`config.mk`:
```
export PLATFORM = sky130hd
export DESIGN_NAME = dc_block_hpf
export DESIGN_NICKNAME = d
export VERILOG_FILES = /design/src/rtl/hpf_pkg.sv /design/src/rtl/hpf_ctrl.sv /design/src/rtl/hpf_datapath.sv /design/src/rtl/dc_block_hpf.sv
export SDC_FILE = /design/constraint.sdc
export NUM_CORES = 1
export LEC_CHECK = 0
export ABC_AREA = 1
export BUFFER_PORTS_ARGS = -buffer_cell sky130_fd_sc_hd__buf_2
export CAP_MARGIN = 20
export CORE_MARGIN = 2
export CORE_UTILIZATION = 30
export DETAILED_ROUTE_END_ITERATION = 8
export GPL_TIMING_DRIVEN = 0
export HOLD_SLACK_MARGIN = 0.15
export PLACE_DENSITY = 0.52
export SLEW_MARGIN = 20
export SYNTH_ARGS = -nofsm -noshare
export SYNTH_HDL_FRONTEND = slang
export SYNTH_SLANG_ARGS = --single-unit
```
`constraint.sdc`:
```
create_clock -name clk -period 4.1 [get_ports clk]
set_input_delay 0.615 -clock clk [delete_from_list [all_inputs] [get_ports clk]]
set_output_delay 0.615 -clock clk [all_outputs]
set_load 0.01 [all_outputs]
```
`src/rtl/hpf_pkg.sv`:
```
package hpf_pkg;

  // Strobes issued by the control to the datapath for one accepted sample
  typedef struct packed {
    logic load;  // filter the sample and advance the memory
    logic pass;  // forward the sample unchanged and clear the memory
  } hpf_strobe_t;

endpackage

```
`src/rtl/hpf_ctrl.sv`:
```
module hpf_ctrl
  import hpf_pkg::*;
(
  input  logic        clk,
  input  logic        rstN,
  input  logic        inValid,
  input  logic        bypass,
  output hpf_strobe_t strobe,
  output logic        outValid
);

  // Mode is taken from bypass in the same cycle as the strobe
  always_comb begin
    strobe.load = inValid & ~bypass;
    strobe.pass = inValid &  bypass;
  end

  always_ff @(posedge clk or negedge rstN) begin
    if (!rstN) outValid <= 1'b0;
    else       outValid <= inValid;
  end

  // the output strobe trails each input strobe by exactly one cycle
  assert_valid_lag_R2: assert property (@(posedge clk) disable iff (!rstN)
    outValid == $past(inValid));

  // at most one datapath action per cycle
  assert_one_action_R10: assert property (@(posedge clk) disable iff (!rstN)
    $onehot0({strobe.load, strobe.pass}));

endmodule

```
`src/rtl/hpf_datapath.sv`:
```
module hpf_datapath
  import hpf_pkg::*;
#(
  parameter int DW         = 24,
  parameter int FRAC       = 8,
  parameter int POLE_SHIFT = 11
) (
  input  logic                 clk,
  input  logic                 rstN,
  input  hpf_strobe_t          strobe,
  input  logic signed [DW-1:0] inData,
  output logic signed [DW-1:0] outData
);

  localparam int ACCW = DW + FRAC;   // accumulator width
  localparam int SUMW = ACCW + 2;    // headroom for the unclamped sum

  localparam logic signed [SUMW-1:0] ACC_MAX = {{3{1'b0}}, {(ACCW-1){1'b1}}};
  localparam logic signed [SUMW-1:0] ACC_MIN = {{3{1'b1}}, {(ACCW-1){1'b0}}};
  localparam logic signed [DW-1:0]   OUT_MAX = {1'b0, {(DW-1){1'b1}}};
  localparam logic signed [DW-1:0]   OUT_MIN = {1'b1, {(DW-1){1'b0}}};

  logic signed [DW-1:0]   xPrev;
  logic signed [ACCW-1:0] yAcc;

  logic signed [DW:0]     diff;
  logic signed [SUMW-1:0] diffScaled;
  logic signed [SUMW-1:0] yExt;
  logic signed [SUMW-1:0] feedback;
  logic signed [SUMW-1:0] sum;
  logic                   sumHi;
  logic                   sumLo;
  logic signed [ACCW-1:0] yNext;

  // Zero at DC: first difference of the input
  always_comb begin
    diff       = {inData[DW-1], inData} - {xPrev[DW-1], xPrev};
    diffScaled = {{(SUMW-DW-1){diff[DW]}}, diff} <<< FRAC;
  end

  // Pole: y - y/2^POLE_SHIFT, arithmetic shift floors
  always_comb begin
    yExt     = {{(SUMW-ACCW){yAcc[ACCW-1]}}, yAcc};
    feedback = yExt - (yExt >>> POLE_SHIFT);
    sum      = diffScaled + feedback;
  end

  // Clamp to the accumulator range instead of wrapping
  always_comb begin
    sumHi = (sum > ACC_MAX);
    sumLo = (sum < ACC_MIN);
    if (sumHi)      yNext = ACC_MAX[ACCW-1:0];
    else if (sumLo) yNext = ACC_MIN[ACCW-1:0];
    else            yNext = sum[ACCW-1:0];
  end

  always_ff @(posedge clk or negedge rstN) begin
    if (!rstN) begin
      xPrev   <= '0;
      yAcc    <= '0;
      outData <= '0;
    end else if (strobe.pass) begin
      xPrev   <= '0;
      yAcc    <= '0;
      outData <= inData;
    end else if (strobe.load) begin
      xPrev   <= inData;
      yAcc    <= yNext;
      outData <= yNext[ACCW-1:FRAC];       // floor of fixed point
    end
  end

  // an overflowing sum pins the output to the positive limit
  assert_no_overflow_R5: assert property (@(posedge clk) disable iff (!rstN)
    (strobe.load && sumHi) |=> (outData == OUT_MAX));

  // an underflowing sum pins the output to the negative limit
  assert_no_underflow_R5: assert property (@(posedge clk) disable iff (!rstN)
    (strobe.load && sumLo) |=> (outData == OUT_MIN));

  // bypassed samples leave unchanged
  assert_pass_through_R6: assert property (@(posedge clk) disable iff (!rstN)
    strobe.pass |=> (outData == $past(inData)));

  // bypass leaves the filter memory empty
  assert_bypass_clear_R7: assert property (@(posedge clk) disable iff (!rstN)
    strobe.pass |=> (yAcc == '0 && xPrev == '0));

  // no strobe, no change
  assert_idle_hold_R8: assert property (@(posedge clk) disable iff (!rstN)
    !(strobe.load || strobe.pass) |=> ($stable(outData) && $stable(yAcc) && $stable(xPrev)));

endmodule

```
`src/rtl/dc_block_hpf.sv`:
```
module dc_block_hpf
  import hpf_pkg::*;
#(
  parameter int DW         = 24,
  parameter int FRAC       = 8,
  parameter int POLE_SHIFT = 11
) (
  input  logic                 clk,
  input  logic                 rstN,
  input  logic                 inValid,
  input  logic signed [DW-1:0] inData,
  input  logic                 bypass,
  output logic                 outValid,
  output logic signed [DW-1:0] outData
);

  hpf_strobe_t strobe;

  hpf_ctrl u_ctrl (
    .clk      (clk),
    .rstN     (rstN),
    .inValid  (inValid),
    .bypass   (bypass),
    .strobe   (strobe),
    .outValid (outValid)
  );

  hpf_datapath #(
    .DW         (DW),
    .FRAC       (FRAC),
    .POLE_SHIFT (POLE_SHIFT)
  ) u_dp (
    .clk     (clk),
    .rstN    (rstN),
    .strobe  (strobe),
    .inData  (inData),
    .outData (outData)
  );

  // output strobe never appears without a prior input strobe
  assert_out_strobe_R2: assert property (@(posedge clk) disable iff (!rstN)
    outValid |-> $past(inValid));

endmodule

```
==> summary.md, run 1 <==
| Metric | Value |
|---|---|
| Outcome | `finished with violations` |
| Failing checks | `setup timing` |
| Met2 Use GR | `0.319` |
| Reg2Reg Setup Slack | `-0.23 ns` |
| Most used cell, CP | `nand2_2` |
| Slew Viols, Final | `0` |
| Delay-heaviest family, CP | `simple AND/OR/NAND/NOR gates` |
| Largest stage delay, worst path | `~0.48 ns` |
| Die height | `about 160 um` |
| Met1 usage | `0.276` |
| Die span in x | `163 um` |
| Busiest layer in global routing | `met2` |
| Area delta synth->final | `31.7%` |
| CTS tree | `built` |
| EDFF count, synth | `0` |
| Layout cells sized above 1 | `0.257` |
| Post-Syn Area | `0.00756 mm2` |
| Max-slew headroom | `0.452` |
| # port buffers | `52` |
| Measured slew at the worst slew-check pin | `0.822 ns` |
| Achievable frequency | `231 MHz` |
| Min-Delay Path Class | `in2async` |
| Root Buffer | `clkbuf_16` |
| # rows | `58` |
| Crit start category | `flop` |
| H-tree depth | `3` |
| CP required | `4.34 ns` |
| PnR worst setup slack | `-0.233 ns` |
| M3 GR Usage | `0.0283` |
| Clk slew on worst S/H paths | `0.07 ns` |
| RSZ-0062 raised after global routing | `true` |
| Commonest cells after routing, fill and taps aside | `nand2_1 (244), inv_1 (188), dfrtp_1 (81)` |
| Vias in the first global route | `7083` |
| Vias per cell | `4.79` |
| GPL Wtd Cong | `0.918` |
| DRT iter0 DRCs | `roughly 470` |
| Antenna cells | `0` |
| Register bit total from synthesis | `81` |
| Slowest cell on crit path | `fa_1` |
| Crit end category | `flop` |
| Synth async-reset ratio | `1.00` |
| Clk_skew | `0.00803 ns` |
| Fin crit period | `approximately 4.3 ns` |
| CP arrival | `4.57 ns` |
| Effective utilization at floorplan | `0.303` |
| Yosys warns | `0` |
| Top FF cell, synth | `dfrtp_1` |
| Library cells used by synthesis | `39` |
| Pin count of the biggest net entering global routing | `42` |
| Final WL | `25.2 mm` |
| Critical path peak fanout | `7` |
| Core area | `0.0250 mm2` |
| Worst r2r dst | `u_dp.yAcc[29]` |
| Total gr overflow | `0` |
| Clock latency on the worst-skew pair | `0.35 ns` |
| Wire length per cell | `16.7 um` |
| Nets | `1294` |
| Syn Inst Count | `1081` |
| Max Root-Sink Buffers | `2` |
| Placed Instance Area | `0.00832 mm2` |
| GRT Overall Usage | `0.193` |
| CTS Sinks | `a little over 80` |
| Syn nets | `1202` |
| DR vias | `7226` |
| Design area | `around 0.010 mm2` |
| Setup-failing EPs final | `56` |
| Register area share after synthesis | `0.268` |
| Hold Fails Final Rpt | `0` |
| Initial antenna violation count | `0` |
| Mapped Avg Cell Area | `roughly 7.0 um2` |
| Drt pass-1 iters | `5` |
| Critical path class | `reg2reg` |
| Most common cell after layout, fill and taps aside | `nand2_1` |
| Worst r2r path cells | `26` |
| CTS Buf Count | `9` |
| Routed Antenna Nets | `0` |
| Total die area | `0.0265 mm2` |
| CP bufs+invs | `4` |
| Final HPWL DP | `19.9 mm` |
| Drc violations | `0` |
| I/O Pins | `53` |
| First-pass GRT wire length | `39.6 mm` |
| R2R Path Start | `u_dp.xPrev[0]` |
| Fraction of the cycle the final worst path needs | `1.06` |
| Total of max-cap violations | `0` |
through the flow:
stage | hold slack (ns) | util | worst slack [ns] | std cells | TNS (ns)
2_1_floorplan | 0.319 | - | 0.00920 | 1081 | 0
3_3_place_gp | 0.466 | 0.332 | -0.983 | 1463 | -51.14
3_5_place_dp | 0.466 | 0.333 | -1.00 | 1464 | -51.76
4_1_cts | 0.267 | 0.384 | -0.174 | 1503 | -7.02
5_1_grt | 0.286 | 0.399 | -0.439 | 1508 | -21.62
6_report | 0.253 | 0.399 | -0.233 | 1508 | -10.00
area by class of cell:
cell class,instances,area [um2]
Timing Repair Buffer,81,572
Multi-Input combinational cell,779,5720
Clock inverter,6,67.6
Buffer,24,185
Clock buffer,10,229
Fill cell,2612,15000
Tap cell,330,413
Sequential cell,81,2030
Inverter,197,742
worst reg2reg max path: stages (launching register included):
cell	delay (ns)
dfrtp_1	0.41
ha_4	0.18
fa_2	0.36
inv_2	0.06
nand3_2	0.07
nand2_4	0.09
nand2_2	0.05
nand2_2	0.07
o21ai_4	0.09
o21ai_4	0.20
xor2_2	0.20
fa_1	0.48
ha_4	0.31
nand2_1	0.10
nor2_2	0.20
and3_1	0.18
nand2_1	0.07
nand2_2	0.17
nand2_2	0.09
nand2_1	0.08
nand2_2	0.06
nand2_4	0.12
inv_4	0.05
nand3_4	0.16
buf_6	0.15
buf_12	0.13
nand3_2	0.07
cells by family after synthesis:
family	after synthesis	share of synthesized area
AND/OR/NAND/NOR	494	0.277
AO/OA/AOI/OAI	148	0.110
adder cells (fa/ha/maj)	93	0.179
XOR/XNOR	44	0.0510
buffers and inverters	221	0.115
flip-flops	81	0.268
how the worst max path moves through the flow:
stage / start / end / slack [ns] / cells after the start
global placement: inData[0] / u_dp.yAcc[9] / -0.98 / 28
global route: u_dp.xPrev[0] / u_dp.outData[16] / -0.44 / 30
finish: u_dp.xPrev[0] / u_dp.yAcc[29] / -0.23 / 26
floorplan: inData[0] / u_dp.yAcc[2] / 0.009 / 31
detailed placement: inData[0] / u_dp.yAcc[9] / -1.00 / 28
CTS: u_dp.xPrev[0] / u_dp.outData[3] / -0.17 / 30
layer usage:
metal  vias to the layer above  wire length (um)
met1                      3458             12300
met3                        11              1070
met2                       133             11800
met5                         -                 0
li1                       3624                 -
met4                         0               117
Yosys cell counts (2+ instances only):
master      n  area share
nand2_1   282        0.14
inv_1     195       0.097
nand3_1   115       0.076
dfrtp_1    81        0.27
ha_1       68        0.11
nor2_1     60       0.030
a21oi_1    56       0.037
o21ai_0    47       0.031
xor2_1     27       0.031
fa_1       25       0.066
o22ai_1    22       0.018
xnor2_1    17       0.020
clkbuf_1   14      0.0070
nor3_1     12      0.0079
o21bai_1   12       0.012
nand2_2    10      0.0083
buf_4       5      0.0050
nand3_2     5      0.0066
a21oi_2     2      0.0023
a31oi_1     2      0.0017
buf_2       2      0.0013
inv_2       2     0.00099
nand4_1     2      0.0017
nor4_1      2      0.0017
or2_2       2      0.0017
state kept, by name (all words and copies together), names as in the netlist:
name / count
u_dp.outData: 24
u_dp.yAcc: 32
u_ctrl.outValid: 1
u_dp.xPrev: 24
what timing repair did:
item / in CTS / in global routing
resized for setup: 140 / 85
cloned: 4 / 1
hold buffers: 0 / 0
endpoints found under the hold margin: 0 / 0
setup buffers: 19 / 5
endpoints found under the setup margin: 56 / 56
pin swaps: 38 / 54
Power of run 1 is left out: the tool's default activity adds up to more than one toggle a clock period on the data nets, which glitch-free logic cannot reach.
==> run 2: changes to the inputs <==
--- a/config.mk
+++ b/config.mk
@@ -9,11 +9,11 @@
 export BUFFER_PORTS_ARGS = -buffer_cell sky130_fd_sc_hd__buf_2
 export CAP_MARGIN = 20
 export CORE_MARGIN = 2
-export CORE_UTILIZATION = 30
+export CORE_UTILIZATION = 45
 export DETAILED_ROUTE_END_ITERATION = 8
 export GPL_TIMING_DRIVEN = 0
 export HOLD_SLACK_MARGIN = 0.15
-export PLACE_DENSITY = 0.52
+export PLACE_DENSITY = 0.7
 export SLEW_MARGIN = 20
 export SYNTH_ARGS = -nofsm -noshare
 export SYNTH_HDL_FRONTEND = slang
==> run 2 against run 1 <==
Net effect:
- the flow still finishes with violations (setup timing)
- worst setup slack got worse by 0.16 ns
- critical endpoint is now u_dp.outData[20]
- non-clock buffer count shrank 2
- die area fell by 33%
- critical path type unchanged
- largest cell class unchanged
- cell area decreased by 2.7%
==> summary.md, run 2 (synthesized netlist as in run 1, its figures left out) <==
| Metric | Value |
|---|---|
| Outcome | `finished with violations` |
| Failing checks | `setup timing` |
| Crit. Startpoint | `u_dp.xPrev[7]` |
| Core area | `0.0165 mm2 (-34%)` |
| Wire length per cell | `18.1 um (+8.1%)` |
| CTS tree | `built` |
| Total of max-cap violations | `0 (unchanged)` |
| Effective utilization at floorplan | `0.457 (+0.155)` |
| Dpl ws | `-0.942 ns (+0.0617 ns)` |
| Routed Antenna Nets | `0 (unchanged)` |
| Die span in x | `134 um (-18%)` |
| # rows | `47 (-19%)` |
| Vias in the first global route | `7206 (+1.7%)` |
| Total die area | `0.0178 mm2 (-33%)` |
| Initial antenna violation count | `0 (unchanged)` |
| Total gr overflow | `0 (unchanged)` |
| Crit start category | `flop` |
| Final WL | `25.3 mm (+0.16%)` |
| DR vias | `7705 (+6.6%)` |
| CTS Sinks | `81 (unchanged)` |
| Critical path peak fanout | `10 (+3)` |
| Layout cells sized above 1 | `0.240 (-0.0168)` |
| # port buffers | `52 (unchanged)` |
| RSZ-0062 raised after global routing | `true` |
| Hold Fails Final Rpt | `0 (unchanged)` |
| GRT Overall Usage | `0.267 (+0.0736)` |
| Nets | `1293 (-0.077%)` |
| Max FFs per register | `32 (unchanged)` |
| Commonest cells after routing, fill and taps aside | `nand2_1 (247), inv_1 (189), dfrtp_1 (81)` |
| Slew Viols, Final | `0 (unchanged)` |
| Fin cells | `1397 (-7.4%)` |
| Antenna cells | `0 (unchanged)` |
| Placed Instance Area | `0.00818 mm2 (-1.7%)` |
| PnR worst setup slack | `-0.389 ns (-0.156 ns)` |
| Setup-failing EPs final | `56 (unchanged)` |
| Area delta synth->final | `28.2%` |
| Drt pass-1 iters | `5 (unchanged)` |
| Clk slew on worst S/H paths | `0.06 ns (about the same)` |
| Achievable frequency | `223 MHz (-3.5%)` |
| Most common cell after layout, fill and taps aside | `nand2_1` |
| Hold-fix buffers, CTS | `0 (unchanged)` |
| I/O Pins | `53 (unchanged)` |
| CP arrival | `4.71 ns (+0.14 ns)` |
| CP required | `4.32 ns (-0.02 ns)` |
| Pin count of the biggest net entering global routing | `42 (unchanged)` |
| Vias per cell | `5.52 (+15%)` |
| DRT iter0 DRCs | `724 (+55%)` |
| Largest register by flop count | `u_dp.yAcc` |
| Die height | `134 um (-18%)` |
| Measured slew at the worst slew-check pin | `0.795 ns (-0.0271 ns)` |
| Clk_skew | `0.00523 ns (-0.00280 ns)` |
| H-tree depth | `3 (unchanged)` |
| Max Root-Sink Buffers | `2 (unchanged)` |
| Final HPWL DP | `18.2 mm (-8.5%)` |
| Setup TNS | `-19.33 ns (-9.33 ns)` |
| Fin crit period | `4.49 ns (+0.156 ns)` |
| CTS Buf Count | `9 (unchanged)` |
| Clock latency on the worst-skew pair | `0.35 ns (about the same)` |
| Placed Cells | `1354 (-7.5%)` |
| GPL Wtd Cong | `0.965 (+5.1%)` |
| Leading registers by flop count | `u_dp.yAcc x32, u_dp.outData x24, u_dp.xPrev x24` |
| Crit end category | `flop` |
| R2R Path Start | `u_dp.xPrev[7]` |
| Root Buffer | `clkbuf_16` |
| First-pass GRT wire length | `37.2 mm (-6.1%)` |
| Design area | `0.00969 mm2 (-2.7%)` |
| Min-Delay Path Class | `in2async` |
| Fraction of the cycle the final worst path needs | `1.09 (+0.0381)` |
| Critical path class | `reg2reg` |
| Max-slew headroom | `0.470 (+0.0180)` |
| Drc violations | `0 (unchanged)` |
==> run 2: repair_timing <==
action	CTS	global route
gates resized for setup	96	104
pin swaps	28	51
endpoints found under the setup margin	56	56
cloned	2	4
setup buffers	10	12
==> run 2: worst paths after layout <==
path                                    endpoint  slack [ns]  cells after the start
min in group clk                 u_ctrl.outValid        0.38                      1
worst max-delay path            u_dp.outData[20]       -0.39                     25
worst max register to register  u_dp.outData[20]       -0.39                     25
worst min register to register      u_dp.yAcc[3]        0.51                      2
worst min-delay path                u_dp.yAcc[4]        0.25                      1
max in group asynchronous       u_dp.outData[18]        3.21                      2
==> run 2: layout make-up <==
type | instances | area [um2]
Clock inverter | 5 | 80.1
Inverter | 197 | 742
Buffer | 24 | 193
Tap cell | 220 | 275
Fill cell | 1461 | 6830
Multi-Input combinational cell | 780 | 5580
Sequential cell | 81 | 2030
Timing Repair Buffer | 79 | 557
Clock buffer | 11 | 233
==> run 2: metal layers <==
layer / vias to the layer above / routed length [um] / global-route usage
li1: 3626 / - / -
met1: 3649 / 10600 / 0.359
met2: 352 / 12000 / 0.451
met3: 78 / 1880 / 0.0400
met4: 0 / 831 / 0.0691
met5: - / 0 / 0
==> run 2: critical path: stages (launching register included) <==
cell      delay, ns
dfrtp_1        0.35
inv_1          0.09
ha_4           0.33
nand2_1        0.13
nor2_2         0.18
inv_2          0.09
nor3_2         0.26
nand2_1        0.08
o211ai_1       0.18
buf_4          0.16
a21oi_1        0.08
xnor2_1        0.24
fa_1           0.50
ha_4           0.33
nand2_2        0.09
nor2_2         0.14
nand2_1        0.12
nor2_2         0.14
nand2_2        0.07
nand2_1        0.08
nand2_2        0.06
nand2_4        0.13
inv_4          0.07
nand3_4        0.18
buf_12         0.18
nand3_1        0.10
==> run 2: stage by stage <==
stage / hold slack (ns) / util
finish: 0.247 / 0.586
global route: 0.302 / 0.586
CTS: 0.270 / 0.551
detailed placement: 0.465 / 0.495
global placement: 0.467 / 0.494
floorplan: 0.319 / -
Power of run 2 is left out for the same reason.
